[src/rtl/nfs_pkg.sv]
package nfs_pkg;
    typedef logic [2:0] phase_t;

    localparam phase_t PH_RAS_ON  = 3'd1;
    localparam phase_t PH_COL_A   = 3'd2;
    localparam phase_t PH_CAS_A   = 3'd3;
    localparam phase_t PH_COL_B   = 3'd4;
    localparam phase_t PH_CAS_B   = 3'd5;
    localparam phase_t PH_RAS_OFF = 3'd6;
    localparam phase_t PH_LAST    = 3'd7;

    typedef enum logic [1:0] {ASEL_ROW, ASEL_COL_A, ASEL_COL_B} asel_e;

    // Which address the DRAM pins carry in a given phase
    function automatic asel_e asel_for(phase_t p);
        if (p < PH_COL_A)      return ASEL_ROW;
        else if (p < PH_COL_B) return ASEL_COL_A;
        else                   return ASEL_COL_B;
    endfunction
endpackage

[src/rtl/nfs_timebase.sv]
module nfs_timebase
    import nfs_pkg::*;
#(
    parameter int SLOTS     = 128,
    parameter int ACT_SLOTS = 80,
    parameter int LINES     = 312,
    parameter int ACT_LINES = 256
) (
    input  logic   clk,
    input  logic   rst,
    output phase_t phase,
    output logic   slot_end,
    output logic   next_active
);
    localparam int SW = $clog2(SLOTS);
    localparam int LW = $clog2(LINES);

    typedef struct packed {
        phase_t        phase;
        logic [SW-1:0] slot;
        logic [LW-1:0] line;
    } tb_state_t;

    tb_state_t     state_q, state_d;
    logic [SW-1:0] slot_nx;
    logic [LW-1:0] line_nx;

    always_comb begin
        slot_end = (state_q.phase == PH_LAST);
        slot_nx  = (state_q.slot == SW'(SLOTS - 1)) ? '0 : state_q.slot + 1'b1;
        if (state_q.slot == SW'(SLOTS - 1))
            line_nx = (state_q.line == LW'(LINES - 1)) ? '0 : state_q.line + 1'b1;
        else
            line_nx = state_q.line;
        // Window of the slot that begins after this one
        next_active = ({1'b0, slot_nx} < (SW + 1)'(ACT_SLOTS)) &&
                      ({1'b0, line_nx} < (LW + 1)'(ACT_LINES));

        state_d       = state_q;
        state_d.phase = state_q.phase + 3'd1;
        if (slot_end) begin
            state_d.slot = slot_nx;
            state_d.line = line_nx;
        end
    end

    always_ff @(posedge clk) begin
        if (rst) state_q <= '0;
        else     state_q <= state_d;
    end

    assign phase = state_q.phase;
endmodule

[src/rtl/nfs_strobe.sv]
module nfs_strobe
    import nfs_pkg::*;
#(
    parameter int AW   = 8,
    parameter int BA_W = 2 * AW - 1
) (
    input  logic            clk,
    input  logic            rst,
    input  phase_t          phase,
    input  logic            slot_end,
    input  logic            next_active,
    input  logic            req,
    input  logic [BA_W-1:0] baddr,
    output logic            ras_n,
    output logic            cas_n,
    output logic [AW-1:0]   addr,
    output logic            go
);
    typedef struct packed {
        logic            go;
        logic [BA_W-1:0] ba;
        logic            ras_n;
        logic            cas_n;
        logic [AW-1:0]   addr;
    } st_state_t;

    st_state_t state_q, state_d;
    phase_t    pn;

    always_comb begin
        pn      = phase + 3'd1;
        state_d = state_q;
        if (slot_end) begin
            state_d.go = req && next_active;
            state_d.ba = baddr;
        end
        // Outputs registered one phase ahead so the pins change on clean edges
        state_d.ras_n = !(state_d.go && (pn >= PH_RAS_ON) && (pn < PH_RAS_OFF));
        state_d.cas_n = !(state_d.go && ((pn == PH_CAS_A) || (pn == PH_CAS_B)));
        case (asel_for(pn))
            ASEL_COL_A: state_d.addr = {state_d.ba[AW-2:0], 1'b0};
            ASEL_COL_B: state_d.addr = {state_d.ba[AW-2:0], 1'b1};
            default:    state_d.addr = state_d.ba[BA_W-1 -: AW];
        endcase
    end

    always_ff @(posedge clk) begin
        if (rst) begin
            state_q       <= '0;
            state_q.ras_n <= 1'b1;
            state_q.cas_n <= 1'b1;
        end else begin
            state_q <= state_d;
        end
    end

    assign ras_n = state_q.ras_n;
    assign cas_n = state_q.cas_n;
    assign addr  = state_q.addr;
    assign go    = state_q.go;
endmodule

[src/rtl/nfs_assemble.sv]
module nfs_assemble
    import nfs_pkg::*;
(
    input  logic       clk,
    input  logic       rst,
    input  phase_t     phase,
    input  logic       go,
    input  logic [3:0] din,
    output logic [7:0] byte_o,
    output logic       valid
);
    typedef struct packed {
        logic [3:0] lo;
        logic [7:0] data;
        logic       valid;
    } as_state_t;

    as_state_t state_q, state_d;

    always_comb begin
        state_d       = state_q;
        state_d.valid = 1'b0;
        if (go && (phase == PH_CAS_A)) state_d.lo = din;
        if (go && (phase == PH_CAS_B)) begin
            state_d.data  = {din, state_q.lo};
            state_d.valid = 1'b1;
        end
    end

    always_ff @(posedge clk) begin
        if (rst) state_q <= '0;
        else     state_q <= state_d;
    end

    assign byte_o = state_q.data;
    assign valid  = state_q.valid;
endmodule

[src/rtl/nibble_fetch_seq.sv]
module nibble_fetch_seq
    import nfs_pkg::*;
#(
    parameter int  DRAM_AW   = 8,
    parameter int  SLOTS     = 128,
    parameter int  ACT_SLOTS = 80,
    parameter int  LINES     = 312,
    parameter int  ACT_LINES = 256,
    localparam int BA_W      = 2 * DRAM_AW - 1
) (
    input  logic               clk,
    input  logic               rst,
    input  logic               fetch_req,
    input  logic [BA_W-1:0]    byte_addr,
    input  logic [3:0]         dram_din,
    output logic [DRAM_AW-1:0] dram_addr,
    output logic               dram_ras_n,
    output logic               dram_cas_n,
    output logic [7:0]         fetch_byte,
    output logic               fetch_valid
);
    phase_t phase_w;
    logic   slot_end_w;
    logic   next_active_w;
    logic   go_w;

    nfs_timebase #(
        .SLOTS(SLOTS), .ACT_SLOTS(ACT_SLOTS), .LINES(LINES), .ACT_LINES(ACT_LINES)
    ) u_timebase (
        .clk(clk), .rst(rst), .phase(phase_w),
        .slot_end(slot_end_w), .next_active(next_active_w)
    );

    nfs_strobe #(.AW(DRAM_AW), .BA_W(BA_W)) u_strobe (
        .clk(clk), .rst(rst), .phase(phase_w), .slot_end(slot_end_w),
        .next_active(next_active_w), .req(fetch_req), .baddr(byte_addr),
        .ras_n(dram_ras_n), .cas_n(dram_cas_n), .addr(dram_addr), .go(go_w)
    );

    nfs_assemble u_assemble (
        .clk(clk), .rst(rst), .phase(phase_w), .go(go_w), .din(dram_din),
        .byte_o(fetch_byte), .valid(fetch_valid)
    );
endmodule

[config.mk]
export PLATFORM = sky130hd
export DESIGN_NAME = nibble_fetch_seq
export DESIGN_NICKNAME = d
export VERILOG_FILES = /design/src/rtl/nfs_pkg.sv /design/src/rtl/nfs_timebase.sv /design/src/rtl/nfs_strobe.sv /design/src/rtl/nfs_assemble.sv /design/src/rtl/nibble_fetch_seq.sv
export SDC_FILE = /design/constraint.sdc
export NUM_CORES = 1
export LEC_CHECK = 0
export BUFFER_PORTS_ARGS = -buffer_cell sky130_fd_sc_hd__buf_2
export CAP_MARGIN = 20
export CORE_ASPECT_RATIO = 1.75
export CORE_UTILIZATION = 41
export CTS_BUF_LIST = sky130_fd_sc_hd__clkbuf_16
export CTS_CLUSTER_DIAMETER = 40
export CTS_CLUSTER_SIZE = 12
export DETAILED_ROUTE_END_ITERATION = 10
export PLACE_DENSITY = 0.58
export SLEW_MARGIN = 0
export SYNTH_ARGS = -nofsm -noshare
export SYNTH_HDL_FRONTEND = slang
export SYNTH_SLANG_ARGS = --single-unit
[constraint.sdc]
create_clock -name clk -period 1.95 [get_ports clk]
set_input_delay 0.195 -clock clk [delete_from_list [all_inputs] [get_ports clk]]
set_output_delay 0.195 -clock clk [all_outputs]
set_load 0.01 [all_outputs]
# Word-level counts from Yosys, hierarchy flattened
# Cells that the tools add are included.
# Widths: inputs -> output; s select.
[classes] magnitude_cmp=6 n_reduce_logical=10 eq_ne=9 n_mux=8 n_addsub=3
[ops] op="$mux 9" n=2
[ops] op="$mux 16" n=1
[ops] op="$pmux 8 s2" n=1
[ops] op="$add 9x1->9 const B" n=1
[ops] op="$eq 3x3->1 const B" n=3
[ops] op="$eq 9x9->1 const B" n=1
[ops] op="$lt 9x9->1 const B" n=1
[ops] op="$add 7x1->7 const B" n=1
[ops] op="$eq 7x7->1 const B" n=1
[ops] op="$logic_and 1x1->1" n=7
[ops] op="$lt 7x7->1 const B" n=1
[ops] op="$mux 7" n=1
[ops] op="$eq 3x2->1 const B" n=2
[ops] op="$lt 3x3->1 const B" n=2
[ops] op="$mux 2" n=2
[ops] op="$add 3x1->3 const B" n=1
[ops] op="$ge 3x1->1 const B" n=1
[ops] op="$lt 3x2->1 const B" n=1
[ops] op="$eq 2x1->1 const B" n=1
[ops] op="$eq 2x2->1 const B" n=1
[ops] op="$logic_not 1->1" n=2
[ops] op="$logic_or 1x1->1" n=1
[ops] op="$mux 1" n=1
[totals] inputBits=22 reg_bits=58

# Depth between registers and ports, before layout
[logic_depth] ltp_word=10 depth_mapped=7 ltp_nobuf=7

# By module
# From an unflattened synthesis, not the netlist that was laid out.
[unflattened] cells_unflattened=255 hier_area_um2=2650.0
[modules_own_cells] module="nfs_strobe" n_inst=1 seq_area_each_um2=520.5 cells_each=93 area_per_inst_um2=1087.3
[modules_own_cells] module="nfs_timebase" n_inst=1 seq_area_each_um2=380.4 cells_each=106 area_per_inst_um2=963.4
[modules_own_cells] module="nfs_assemble" n_inst=1 seq_area_each_um2=260.2 cells_each=56 area_per_inst_um2=599.3

# Worst setup path before layout
# No wires, ideal clock.
[synth_timing] path_type="register to register" start="register u_timebase.state_q (netlist bit u_timebase.phase[0])" end="register u_strobe.state_q (netlist bit u_strobe.addr[7])" stages_incl_launch_ff=7 path_slack_ps=158 synth_period_minus_slack_ps=1792 n_path_buf=1 setup_ps=128 arrival_time_ps=1664 path_cell_list="dfxtp_1 ha_1 ha_1 nand2b_1 clkbuf_1 mux4_2 nor2b_1"
[synth_between] elab_chain_len=6
[synth_rtl] item="start: declaration" line="nfs_timebase.sv:24" text="tb_state_t state_q, state_d;"
[synth_rtl] item="start signal: assignment" line="nfs_timebase.sv:49" text="else state_q <= state_d;"
[synth_rtl] item="$add 3x1->3" line="nfs_strobe.sv:31" text="pn = phase + 3'd1;"
[synth_rtl] item="$lt 3x3->1" line="nfs_pkg.sv:17" text="else if (p < PH_COL_B) return ASEL_COL_A;"
[synth_rtl] item="$mux 2" line="nfs_pkg.sv:17"
[synth_rtl] item="$mux 2" line="nfs_pkg.sv:16" text="if (p < PH_COL_A) return ASEL_ROW;"
[synth_rtl] item="$eq 2x2->1 or $eq 2x1->1 (tied branches)" line="nfs_strobe.sv:40" text="case (asel_for(pn))"
[synth_rtl] item="$pmux 8 s2 (*)" line="nfs_strobe.sv:40"
[synth_rtl] item="end signal: assignment" line="nfs_strobe.sv:53" text="state_q <= state_d;"
[synth_rtl] item="end: declaration" line="nfs_strobe.sv:27" text="st_state_t state_q, state_d;"
# Every way passes the cells marked *; elsewhere a longest branch is shown, timed or not.
# A chain may end at the register's enable or synchronous reset.

# Final worst setup path
[layout_timing] start="register u_timebase.state_q (netlist bit u_timebase.phase[0])" end="register u_strobe.ras_n (netlist name)"
[layout_between] elab_chain_len=5
[layout_rtl] item="$add 3x1->3 or $eq 3x3->1 (tied branches)" line="nfs_strobe.sv:31, nfs_timebase.sv:29"
[layout_rtl] item="$ge 3x1->1 or $mux 16 (tied branches)" line="nfs_strobe.sv:38, nfs_strobe.sv:33"
[layout_rtl] item="$logic_and 1x1->1" line="nfs_strobe.sv:38" text="state_d.ras_n = !(state_d.go && (pn >= PH_RAS_ON) && (pn < PH_RAS_OFF));"
[layout_rtl] item="$logic_and 1x1->1 (*)" line="nfs_strobe.sv:38"
[layout_rtl] item="$logic_not 1->1 (*)" line="nfs_strobe.sv:38"
# Marked as above.

==> results.sh <==
export IMPL_path_cells="ha_1 -> ha_4 -> nand2_1 -> a2111o_1 -> o32ai_4 -> o311ai_1"
export IMPL_timing_final_crit_period_ns=1.80
export IMPL_critPathCaptureType="flip-flop"
export IMPL_vias_per_cell=4.84
export IMPL_netlist_instances=275
export IMPL_fp_dieH_um=107
export IMPL_vias=1894
export IMPL_rsz0062_at_grt="false"
export IMPL_cp_slowest_cell="a2111o_1"
export IMPL_dp_cells=374
export IMPL_irDropWorstVdd_v=0.000674
export IMPL_combPwrFrac=0.047
export IMPL_final_hold_violation_count=0
export IMPL_worstPathRequired_ns=2.14
export IMPL_syn_area_um2=2590
export IMPL_worstSetupPathType="flip-flop to flip-flop"
export IMPL_num_rows=38
export IMPL_cts_max_level=3
export IMPL_maxSlewHeadroom=0.632
export IMPL_fin_ws_ns=0.151
export IMPL_dpl_cell_area_um2=2800
export IMPL_period_share=0.922
export IMPL_synth_top_cell_area_share=0.447
export IMPL_synth_flop_cell="dfxtp_1"
export IMPL_ys_types=40
export IMPL_synth_edf_count=0
export IMPL_switching_share=0.211
export IMPL_dieWidth_um=62.1
export IMPL_grt_overflow=0
export IMPL_numClockSinks=58
export IMPL_worstPathArrival_ns=1.99
export IMPL_clk_pin_slew_ns=0.05
export IMPL_seqPwrFrac=0.428
export IMPL_drive_above_1_share=0.254
export IMPL_fin_area_um2=3130
export IMPL_leakagePower_nw=1.23
export IMPL_synthArstFlopShare=0
export IMPL_core_area_um2=6130
export IMPL_run_status="finished clean"
export IMPL_worst_skew_pair_late_latency_ns=0.32
export IMPL_tightest_slew_ns=0.552
export IMPL_first_pass_iters=4
export IMPL_drt_initial_drc_count=126
export IMPL_synth_top_cell_by_area="dfxtp_1"
export IMPL_final_common_cell="dfxtp_1"
export IMPL_fmax_mhz=556
export IMPL_wl_per_cell_um=12.7
export IMPL_stdcell_count=391
export IMPL_critical_path_max_stage_delay_ns=0.42
export IMPL_globalplace_congestion=0.738
export IMPL_critPathTopFamily="compound AO/OA/AOI/OAI gates"
export IMPL_finClkSkew_ns=0.00516
export IMPL_syn_avg_cell_area_um2=9.44
export IMPL_cts_tree="done"
export IMPL_clockBufferDepth=2
export IMPL_power_density_nw_per_um2=900
export IMPL_p_int_mw=2.23
export IMPL_dp_hpwl_mm=3.55
export IMPL_path_buf_inv=0
export IMPL_dieArea_um2=6660
export IMPL_antenna_found_initial=0
export IMPL_multi_input_area_um2=1260
export IMPL_grt_usage=0.163
export IMPL_maxCapViolations=0
export IMPL_grt_pass1_vias=1768
export IMPL_cp_start_kind="flip-flop"
export IMPL_fin_tns_setup_ns=0
export IMPL_register_area_um2=1160
export IMPL_synth_seq_cells=58
export IMPL_io_buffer_count=40
export IMPL_syn_num_nets=305
export IMPL_pin_count=41
export IMPL_nets=336
export IMPL_hp_class="primary input to flip-flop"
export IMPL_clkPwrFrac=0.525
export IMPL_critPathMaxFanout=5
export IMPL_cts_root_buf="clkbuf_16"
export IMPL_finalSetupViolCount=0
export IMPL_synth_area_leaders="dfxtp_1 45%, mux2i_1 6.9%, mux4_2 6.1%, nor2_1 5.2%, buf_4 4.6%"
export IMPL_diodes=0
export IMPL_fillers=579
export IMPL_start_util=0.423
export IMPL_cts_made_buffers=9
export IMPL_grt_pass1_wl_mm=8.16
export IMPL_area_growth_pct=20.7
export IMPL_slew_viol_final=0
export IMPL_p_sw_mw=0.595
export IMPL_ys_warnings_count=0
export IMPL_post_route_util=0.511
export IMPL_place_ws_ns=-0.00324
export IMPL_grt_max_degree=52
export IMPL_final_cell_mix="58 x dfxtp_1, 40 x buf_2, 36 x nor2_1"
export IMPL_drc=0
export IMPL_antenna_left=0
export IMPL_ys_seq_area_frac=0.447
export IMPL_routed_wl_mm=4.96
path summary, 6_finish.rpt:
check | to | from | cells past startpoint | slack [ns]
setup / recovery | u_strobe.ras_n$_SDFF_PP1_ | u_timebase.phase[0]$_SDFF_PP0_ | 6 | 0.15
hold / removal | u_strobe.state_q[22]$_SDFF_PP0_ | byte_addr[12] | 3 | 0.12
setup reg to reg | u_strobe.ras_n$_SDFF_PP1_ | u_timebase.phase[0]$_SDFF_PP0_ | 6 | 0.15
hold reg to reg | u_assemble.byte_o[3]$_SDFFE_PP0P_ | u_assemble.byte_o[3]$_SDFFE_PP0P_ | 2 | 0.45
repair_timing:
item / in CTS / in global routing
endpoints found under the setup margin: 6 / 15
hold endpoints to repair: 0 / 0
pin swaps: 1 / 2
hold buffers: 0 / 0
gates resized for setup: 0 / 5
buffers inserted: 1 / 0
Yosys cell counts, types with 2 or more instances:
| cell | n |
|---|---|
| nor3_1 | 2 |
| mux2i_1 | 18 |
| and3_1 | 5 |
| xor2_1 | 7 |
| nor2_1 | 36 |
| xnor2_1 | 3 |
| clkbuf_1 | 9 |
| ha_1 | 8 |
| buf_4 | 16 |
| nor4_1 | 2 |
| nand2b_1 | 3 |
| nand4_1 | 3 |
| o21ai_1 | 2 |
| a31oi_1 | 2 |
| a21oi_1 | 14 |
| nor2b_1 | 9 |
| nand4b_1 | 2 |
| mux4_2 | 7 |
| dfxtp_1 | 58 |
| buf_2 | 5 |
| nand3_1 | 10 |
| inv_1 | 5 |
| nand2_1 | 32 |
cell type report:
cell class                      instances  share of cell area
Multi-Input combinational cell        181               0.403
Sequential cell                        58               0.371
Timing Repair Buffer                   50              0.0959
Clock buffer                            9              0.0719
Tap cell                               80              0.0320
Clock inverter                          7              0.0196
Inverter                                6             0.00719
stage by stage:
stage	total power, mW	hold WS (ns)
detailed placement	1.36	0.444
CTS	2.85	0.115
floorplan	1.31	0.331
finish	2.82	0.120
global placement	1.36	0.439
global route	2.93	0.135
layer usage:
layer / track usage / share of wire / wire length [µm]
met1: 0.178 / 0.43 / 2140
met4: 0.125 / 0.035 / 173
met2: 0.270 / 0.50 / 2470
met3: 0.0415 / 0.035 / 174
met5: 0 / 0 / 0
flip-flops by register name, indices dropped and copies added, names as in the netlist:
signal / count
u_assemble.valid: 1
u_assemble.state_q: 4
u_assemble.byte_o: 8
u_timebase.state_q: 16
u_strobe.state_q: 15
u_strobe.ras_n: 1
u_strobe.cas_n: 1
u_strobe.go: 1
u_strobe.addr: 8
u_timebase.phase: 3
logic make-up (layout without fill, tap and decap cells):
kind of cell,after synthesis,after routing,synth area share
fa+ha+maj,8,8,0.0386
compound gates,27,27,0.0675
xor+xnor,10,10,0.0338
flops,58,58,0.447
mux,25,25,0.130
simple gates,111,111,0.205
buf+inv,36,72,0.0776
worst reg2reg max path: cells and delay by family (launching register included):
family | cells | cell delay [ns]
compound gates | 3 | 0.80
fa+ha+maj | 2 | 0.44
flops | 1 | 0.37
simple gates | 1 | 0.06
power groups by stage:
| stage | sequential [mW] | clock, mW | combinational (mW) |
|---|---|---|---|
| floorplan | 1.23 | 0 | 0.0810 |
| detailed placement | 1.23 | 0 | 0.130 |
| global route | 1.21 | 1.58 | 0.145 |
| finish | 1.21 | 1.48 | 0.132 |
| global placement | 1.23 | 0 | 0.129 |
| CTS | 1.21 | 1.51 | 0.131 |
Note: power is estimated with default switching activity, not from simulation.
